--- src/rtl/xf4_pkg.sv ---
package xf4_pkg;
    localparam int XF_SIDE = 4;
    localparam int XF_SAMPLES = XF_SIDE * XF_SIDE;
    localparam int XF_BEAT = XF_SAMPLES / 2;

    typedef enum logic {
        XF_CORE = 1'b0,
        XF_HAD  = 1'b1
    } xf_mode_e;
endpackage

--- src/rtl/xf4_bfly.sv ---
module xf4_bfly #(
    parameter int W_IN  = 9,
    parameter int W_OUT = 12
) (
    input  logic                    dbl,
    input  logic signed [W_IN-1:0]  x0,
    input  logic signed [W_IN-1:0]  x1,
    input  logic signed [W_IN-1:0]  x2,
    input  logic signed [W_IN-1:0]  x3,
    output logic signed [W_OUT-1:0] y0,
    output logic signed [W_OUT-1:0] y1,
    output logic signed [W_OUT-1:0] y2,
    output logic signed [W_OUT-1:0] y3
);
    logic signed [W_OUT-1:0] e0, e1, e2, e3;
    logic signed [W_OUT-1:0] s_out, s_in, d_out, d_in;

    always_comb begin
        e0 = W_OUT'(x0);
        e1 = W_OUT'(x1);
        e2 = W_OUT'(x2);
        e3 = W_OUT'(x3);
        // outer and inner pairs
        s_out = e0 + e3;
        s_in  = e1 + e2;
        d_out = e0 - e3;
        d_in  = e1 - e2;
        y0 = s_out + s_in;
        y2 = s_out - s_in;
        y1 = (dbl ? (d_out <<< 1) : d_out) + d_in;
        y3 = d_out - (dbl ? (d_in <<< 1) : d_in);
    end
endmodule

--- src/rtl/xf4_pass.sv ---
module xf4_pass
    import xf4_pkg::*;
#(
    parameter int W_IN  = 9,
    parameter int W_OUT = 12,
    parameter bit COLS  = 1'b0
) (
    input  logic                          dbl,
    input  logic [XF_SAMPLES*W_IN-1:0]    din,
    output logic [XF_SAMPLES*W_OUT-1:0]   dout
);
    localparam int STEP = COLS ? XF_SIDE : 1;

    for (genvar l = 0; l < XF_SIDE; l++) begin : g_lane
        localparam int BASE = COLS ? l : l * XF_SIDE;
        xf4_bfly #(
            .W_IN (W_IN),
            .W_OUT(W_OUT)
        ) u_bfly (
            .dbl(dbl),
            .x0 (din[(BASE + 0*STEP)*W_IN +: W_IN]),
            .x1 (din[(BASE + 1*STEP)*W_IN +: W_IN]),
            .x2 (din[(BASE + 2*STEP)*W_IN +: W_IN]),
            .x3 (din[(BASE + 3*STEP)*W_IN +: W_IN]),
            .y0 (dout[(BASE + 0*STEP)*W_OUT +: W_OUT]),
            .y1 (dout[(BASE + 1*STEP)*W_OUT +: W_OUT]),
            .y2 (dout[(BASE + 2*STEP)*W_OUT +: W_OUT]),
            .y3 (dout[(BASE + 3*STEP)*W_OUT +: W_OUT])
        );
    end
endmodule

--- src/rtl/xf4_top.sv ---
module xf4_top
    import xf4_pkg::*;
#(
    parameter int IN_W  = 9,
    parameter int OUT_W = 16
) (
    input  logic                       clk,
    input  logic                       rst_n,
    input  logic                       in_valid,
    output logic                       in_ready,
    input  logic                       in_hadamard,
    input  logic [XF_SAMPLES*IN_W-1:0] in_blk,
    output logic                       out_valid,
    output logic                       out_last,
    output logic [XF_BEAT*OUT_W-1:0]   out_coef
);
    localparam int MID_W  = IN_W + 3;
    localparam int BEAT_W = XF_BEAT * OUT_W;

    typedef struct packed {
        logic              pend;
        logic              ov;
        logic              ol;
        logic [BEAT_W-1:0] cur;
        logic [BEAT_W-1:0] hold;
    } st_t;

    st_t st_d, st_q;

    xf_mode_e                      mode;
    logic                          dbl;
    logic                          accept;
    logic [XF_SAMPLES*MID_W-1:0]   rows_y;
    logic [XF_SAMPLES*OUT_W-1:0]   blk_y;

    assign mode = xf_mode_e'(in_hadamard);
    assign dbl  = (mode == XF_CORE);

    xf4_pass #(
        .W_IN (IN_W),
        .W_OUT(MID_W),
        .COLS (1'b0)
    ) u_row_pass (
        .dbl (dbl),
        .din (in_blk),
        .dout(rows_y)
    );

    xf4_pass #(
        .W_IN (MID_W),
        .W_OUT(OUT_W),
        .COLS (1'b1)
    ) u_col_pass (
        .dbl (dbl),
        .din (rows_y),
        .dout(blk_y)
    );

    assign in_ready = !st_q.pend;
    assign accept   = in_valid && in_ready;

    always_comb begin
        st_d    = st_q;
        st_d.ov = 1'b0;
        st_d.ol = 1'b0;
        if (st_q.pend) begin
            st_d.cur  = st_q.hold;
            st_d.ov   = 1'b1;
            st_d.ol   = 1'b1;
            st_d.pend = 1'b0;
        end else if (accept) begin
            st_d.cur  = blk_y[BEAT_W-1:0];
            st_d.hold = blk_y[2*BEAT_W-1:BEAT_W];
            st_d.ov   = 1'b1;
            st_d.pend = 1'b1;
        end
    end

    always_ff @(posedge clk) begin
        if (!rst_n) begin
            st_q <= '0;
        end else begin
            st_q <= st_d;
        end
    end

    assign out_valid = st_q.ov;
    assign out_last  = st_q.ol;
    assign out_coef  = st_q.cur;
endmodule

--- config.mk ---
export PLATFORM = sky130hd
export DESIGN_NAME = xf4_top
export DESIGN_NICKNAME = d
export VERILOG_FILES = /design/src/rtl/xf4_pkg.sv /design/src/rtl/xf4_bfly.sv /design/src/rtl/xf4_pass.sv /design/src/rtl/xf4_top.sv
export SDC_FILE = /design/constraint.sdc
export NUM_CORES = 2
export LEC_CHECK = 0
export ABC_AREA = 1
export BUFFER_PORTS_ARGS = -buffer_cell sky130_fd_sc_hd__buf_2
export CAP_MARGIN = 20
export CORE_MARGIN = 4
export CORE_UTILIZATION = 40
export DETAILED_ROUTE_END_ITERATION = 8
export HOLD_SLACK_MARGIN = 0.1
export PLACE_DENSITY = 0.54
export SYNTH_ARGS = -nofsm -noshare
export SYNTH_HDL_FRONTEND = slang
export SYNTH_SLANG_ARGS = --single-unit
--- constraint.sdc ---
create_clock -name clk -period 10.4 [get_ports clk]
set_input_delay 2.08 -clock clk [delete_from_list [all_inputs] [get_ports clk]]
set_output_delay 2.08 -clock clk [all_outputs]
set_load 0.01 [all_outputs]
## Yosys cells after proc, flatten, opt, wreduce, memory -nomap -nowiden

Cells that the tools add are included.

| storage, ports and cells | value |
|---|---|
| bits in registers | 259 |
| latch bits | 0 |
| memory bits (writable) | 0 |
| memory bits (read-only) | 0 |
| memories | 0 |

| operators by class | value |
|---|---|
| add/sub/neg operators | 64 |
| $mul | 0 |
| div/mod/pow operators | 0 |
| magnitude comparators | 0 |
| eq/ne operators | 0 |
| shift-type cells | 0 |
| multiplexer cells | 21 |
| bitwise operators | 2 |
| reduce and logical (&&, ||, !) cells | 5 |

Operators with widths:

| cell | number |
|---|---|
| 256-bit two-way mux | 1 |
| 128-bit two-way mux | 1 |
| 9-bit by 9-bit adder with 10-bit output | 8 |
| 10-bit two-way mux | 8 |
| 9-bit by 9-bit subtractor with 10-bit output | 8 |
| 12-bit by 12-bit adder with 13-bit output | 6 |
| 12-bit by 12-bit subtractor with 13-bit output | 6 |
| 13-bit two-way mux | 4 |
| 11-bit by 10-bit adder with 12-bit output | 4 |
| 11-bit by 11-bit adder with 12-bit output | 4 |
| 12-bit two-way mux | 4 |
| 10-bit by 11-bit subtractor with 12-bit output | 4 |
| 11-bit by 11-bit subtractor with 12-bit output | 4 |
| 10-bit by 10-bit adder with 11-bit output | 4 |
| 10-bit by 10-bit subtractor with 11-bit output | 4 |
| 14-bit by 13-bit adder with 15-bit output | 2 |
| 13-bit by 14-bit subtractor with 15-bit output | 2 |
| 13-bit by 12-bit adder with 14-bit output | 2 |
| 13-bit by 13-bit adder with 14-bit output | 2 |
| 12-bit by 13-bit subtractor with 14-bit output | 2 |
| 13-bit by 13-bit subtractor with 14-bit output | 2 |
| 1-bit two-way mux | 2 |
| 2-bit two-way mux | 1 |
| 1-bit inverter | 2 |
| 5 further kinds | 5 |

## Depth between registers and ports, before layout

| logic depth | value |
|---|---|
| depth after elaboration | 8 |
| gate-level depth with buffers | 42 |
| gate-level depth less buffers | 40 |

## Hierarchy

From an unflattened synthesis, not the netlist that was laid out.

| second synthesis, totals | value |
|---|---|
| cell total of the unflattened synthesis | 7,605 |
| area total of the unflattened synthesis | 48,014.8 um^2 |

By module, submodules not included:

| module | times used | cells an instance | area an instance (um^2) | sequential area each (um^2) |
|---|---|---|---|---|
| xf4_top | 1 | 1,662 | 11,493.5 | 5,185.0 |
| xf4_bfly at u_col_pass.g_lane[2].u_bfly ... | 2 | 848 | 5,147.4 | 0.0 |
| xf4_bfly at u_col_pass.g_lane[0].u_bfly | 1 | 857 | 5,251.3 | 0.0 |
| xf4_bfly at u_col_pass.g_lane[1].u_bfly | 1 | 846 | 5,173.7 | 0.0 |
| xf4_bfly at u_row_pass.g_lane[3].u_bfly | 1 | 640 | 4,008.8 | 0.0 |
| xf4_bfly at u_row_pass.g_lane[1].u_bfly | 1 | 640 | 3,965.1 | 0.0 |
| xf4_bfly at u_row_pass.g_lane[0].u_bfly | 1 | 632 | 3,935.0 | 0.0 |
| xf4_bfly at u_row_pass.g_lane[2].u_bfly | 1 | 632 | 3,892.5 | 0.0 |

## Worst setup path before layout

No wires, ideal clock.

| timing | value |
|---|---|
| path type | input port to flip-flop |
| start | in in_blk[137] |
| end | reg st_q[111] in the netlist's numbering |
| setup time | 0.109 ns |
| arrival | 6.541 ns |
| required time | 10.291 ns |
| setup slack | 3.751 ns |
| stages on the path | 34 |
| buffers on the path | 3 |
| cells stage by stage | inv_1 ha_1 buf_2 inv_1 a21oi_1 nand2_1 nand2_1 nand2_1 a21oi_1 xor2_1 ha_1 inv_2 nand2_1 nor3_1 nand4_1 nand3_1 xor2_1 inv_1 ha_1 clkbuf_1 inv_1 a31oi_1 nand3_1 and2_1 ha_1 buf_2 nor3_1 inv_1 nor2_1 nand2_1 nand3_1 nand3_1 nand2_1 inv_1 |

| between the ends | value |
|---|---|
| cells in the longest elaborated chain, start to end | 4 |

Ends and longest elaborated chain:

| item | RTL line | source |
|---|---|---|
| start, declared | xf4_top.sv:12 | `input logic [XF_SAMPLES*IN_W-1:0] in_blk,` |
| 9-bit by 9-bit adder with 10-bit output | xf4_bfly.sv:24 | `s_out = e0 + e3;` |
| 10-bit by 10-bit subtractor with 11-bit output | xf4_bfly.sv:29 | `y2 = s_out - s_in;` |
| 11-bit by 11-bit subtractor with 12-bit output | xf4_bfly.sv:26 | `d_out = e0 - e3;` |
| 12-bit by 13-bit subtractor with 14-bit output | xf4_bfly.sv:31 | `y3 = d_out - (dbl ? (d_in <<< 1) : d_in);` |
| end signal, assigned | xf4_top.sv:83 | `st_q <= st_d;` |
| end, declared | xf4_top.sv:28 | `st_t st_d, st_q;` |

Every way passes these cells.
A chain may end at the register's enable or synchronous reset.

## Worst setup path in the final report

| timing | value |
|---|---|
| start | in in_blk[36] |
| end | reg st_q[31] in the netlist's numbering |

| between the ends | value |
|---|---|
| cells in the longest elaborated chain, start to end | 5 |

Ends and longest elaborated chain:

| item | RTL line | source |
|---|---|---|
| 9-bit by 9-bit subtractor with 10-bit output (*) | xf4_bfly.sv:26 |  |
| 10-bit two-way mux | xf4_bfly.sv:30 | `y1 = (dbl ? (d_out <<< 1) : d_out) + d_in;` |
| 11-bit by 10-bit adder with 12-bit output (*) | xf4_bfly.sv:30 |  |
| 12-bit by 12-bit adder with 13-bit output (*) | xf4_bfly.sv:25 | `s_in = e1 + e2;` |
| 13-bit by 13-bit subtractor with 14-bit output (*) | xf4_bfly.sv:29 |  |

Mark *: on every way between the ends. The rest lies on a longest branch, timed or not.

==> impl_summary.md <==
Layout
The layout-stage area growth over the synthesis result is 4.26%. Fill cells in the final layout number 12800. Measured on the finished design, the core utilization comes to 41.9%. The fraction of layout instances using a drive strength above 1 is 5.63%. The total number of nets in the final design is 8566.

Synth
The yosys synthesis warning count is 0. In the synthesized netlist, the number of instances is 7720. The most used flip-flop cell after synthesis is dfxtp_1. Summing every instance area after synthesis gives 46700 sq um. Of all flip-flops after synthesis, the portion carrying an async set or reset was 0%.

When the netlist entered floorplanning its net count stood at 8638. The most frequent cell after synthesis is nand2_1. The post-synthesis xor/xnor area fraction is 7.59%. The cell taking the most area after synthesis is ha_1.

Sorting the synthesized cells by area gives the leading types as ha_1 19%, nand2_1 15%, inv_1 9.8%. Measured against the total synthesized area, the mux share comes to 0.107%. Summing the areas of all compound-gate instances in the mapped netlist gives 14.9% of the synthesized area.

The simple-gate area share of the yosys netlist is 31.1%. The sequential cell area fraction in the yosys report is 9.74%. The flip-flop and latch count after synthesis is 227.

By area, the combinational part of the netlist is dominated by simple AND/OR/NAND/NOR gates. After Yosys synthesis, full adders, half adders and majority gates account for 21.7% of the synthesized area. The number of synthesized flops with an enable pin is 0. The portion of synthesized cell area occupied by the leading cell type is 18.9%. The average instance in the mapped netlist occupies 6.05 sq um. The number of distinct library cell variants in the gate-level netlist after synthesis is 63. The commonest cells after synthesis are 1924 x nand2_1, 1224 x inv_1, 706 x ha_1.

Timing
Setup violations remaining at the end of the flow were counted as 0. The count of pins over their slew limit is 0. The max-slew headroom at the worst pin is 31.0%. The worst path needs 7.79 ns of the cycle, external delays included. The final-layout worst hold slack is 0.450 ns.

The worst path uses 74.9% of the clock period. The final clock skew is 0.0112 ns. Setup repair after global routing left no endpoint under its margin. The timing-limited maximum frequency is 128 MHz. The slew of the pin with the lowest slew margin is 1.04 ns. The number of failing hold endpoints at the final stage is 0. The setup TNS after final layout is 0 ns.

Clock tree
After clock tree synthesis, the setup repair step added 0 buffers. CTS placed an instance of clkbuf_16 at the clock tree root. The CTS tree is built.

CTS built an H-tree with a depth of 1. For this design, the sink count on the clock tree is 227. In this run the deepest clock path goes through 3 buffers.

The post-cts sizing count is 0. Clock-pin slew was measured on the worst setup and hold paths at 0.06 ns. The number of hold buffers added after CTS is 0. The clock insertion delay at the later pin of the skew report is 0.56 ns. The total CTS buffers is 25.

Place
The placer congestion estimate is 0.979. The count of port buffers added during placement is 278. Once detailed placement completed, the half-perimeter wirelength came to 146000 um.

Global route
The number of antenna violations at the first check in global routing is 2. The busiest layer in global routing is met2. The global-route wire length before repair is 264000 um.

The via count of the first global-routing pass is 44400. The maximum number of pins on one net before global-route repair is 96. Global routing consumed, on the met2 layer, 42.5% of the routing resources. Global routing consumed, on the met3 layer, 2.33% of the routing resources. Across every metal layer, demand over resource in global routing totals 27.2%.

After global routing the overflow that remains totals 0. The met1 usage in global routing is 41.0%.

Floorplan
The core region area is 116000 sq um. The number of rows in the core area is 125. The floorplan step defined a die boundary enclosing 122000 sq um. The die is 350 um wide. The initial utilization of the core area, before any placement, comes to 40.2%. The number of primary I/O pins is 279. The vertical die dimension is 350 um.

Route
The detailed router finished its first iteration with 4007 violations. The count of nets left with antenna violations once routing finished came out at 0. For this run, design rule violations remaining after detail routing come to 0. After detailed routing, the number of vias per cell comes to 5.29.

For this block, the via count after detailed routing is 48600. The per-cell routed wire length is 18.8 um. The aggregate routed wire length is 172000 um. The detailed-router iteration count before antenna repair is 7.

Critical path
By instance count, the cell type seen most on the critical path is nand2_1. The largest incremental delay on the critical path is 0.48 ns. Of all nets on the critical path, the largest fanout is 8. The endpoint required time on the critical path is 10.86 ns. The depth of the most critical reg-to-reg path is 8. The critical path startpoint category is a primary input.

The worst setup path is captured at a flip-flop. The arrival time at the worst endpoint is 8.26 ns. For this design, the slowest cell found on the critical path is ha_1. The critical path is of the in -> reg type.

Status
The run finished with clean final reports.

Hold path
The path class of the tightest hold or removal check is reg -> reg. Along the worst hold path, the cell count comes to 2.

Flow run
The count of max-cap constraint violations is 0.
==> registers in the layout, indices dropped and copies added, names as in the netlist <==
signal	cells
st_q	113
out_coef	112
out_last	1
out_valid	1
==> layout by cell type, fill, tap and decap left out, types with 11 or more instances in the layout <==
cell type	synthesis	routed
and2_1	30	30
nor2_1	522	521
a211oi_1	19	19
a21oi_1	456	456
a32oi_1	53	53
o21bai_1	60	60
a31oi_1	62	62
dfxtp_1	227	226
inv_1	1224	1222
clkbuf_16	0	25
nand4_1	140	140
buf_4	133	18
a31o_2	11	11
nand3_1	668	668
nand2_1	1924	1924
fa_1	64	64
a21oi_2	15	15
o21ai_0	338	338
nand3b_1	20	20
nor3_1	110	110
o211ai_1	12	12
a22oi_1	19	19
a21o_1	21	21
buf_2	162	276
o21ai_1	81	81
xnor2_1	60	60
o22ai_1	18	18
ha_1	706	706
xor2_1	337	337
inv_2	40	41
==> worst max-delay path: cells and delay by family <==
| family | cells | cell delay, ns |
|---|---|---|
| AOI/OAI and AO/OA | 4 | 0.98 |
| and+or+nand+nor | 16 | 1.54 |
| adders and majority gates | 5 | 1.80 |
| xor gates and xnor gates | 3 | 1.14 |
| buffers and inverters | 8 | 0.72 |
==> cell type report <==
cell class / count / area, sq um / share of cell area [%]
well taps: 1524 / 1910 / 3.92
flip-flops and latches: 227 / 4550 / 9.34
clock inverters: 7 / 71.3 / 0.147
diodes: 2 / 5.00 / 0.0103
repair buffers: 295 / 1530 / 3.14
inverters: 1266 / 4760 / 9.78
multi-input cells: 5833 / 35200 / 72.3
clock buffers: 31 / 678 / 1.39
==> per-layer routing <==
layer	up-vias	share of wire, %
met5	-	0
met4	0	1.5
met3	98	6.2
met2	1471	42
met1	22400	50
li1	24600	-
==> kinds of logic (layout without fill, tap and decap cells) <==
kind of cell | after synthesis | in the layout
buffers and inverters | 1660 | 1599
other | 0 | 2
AND/OR/NAND/NOR | 3445 | 3445
adder cells (fa/ha/maj) | 770 | 770
flip-flops | 227 | 227
multiplexers | 5 | 5
XOR/XNOR | 401 | 401
AO/OA/AOI/OAI | 1212 | 1212
==> per-stage QoR <==
step | instance area [sq um] | instances | setup slack, ns
after CTS | 48700 | 9183 | 2.67
after floorplan | 46700 | 7720 | 3.75
after global routing | 48700 | 9184 | 2.17
after detailed placement | 47900 | 9145 | 2.09
after global placement | 47900 | 9145 | 2.12
final | 48700 | 9185 | 2.61
==> path summary, 6_finish.rpt <==
check	start	endpoint	slack [ns]
hold / removal	st_q[1]$_SDFFE_PN0P_	st_q[1]$_SDFFE_PN0P_	0.45
setup reg to reg	st_q[258]$_SDFF_PP0_	out_coef[40]$_SDFFE_PN0P_	6.93
hold reg to reg	st_q[1]$_SDFFE_PN0P_	st_q[1]$_SDFFE_PN0P_	0.45
setup / recovery	in_blk[36]	st_q[31]$_SDFFE_PN0P_	2.61
Power is left out: the tool's default activity adds up to more than one toggle a clock period on the data nets, which glitch-free logic cannot reach.
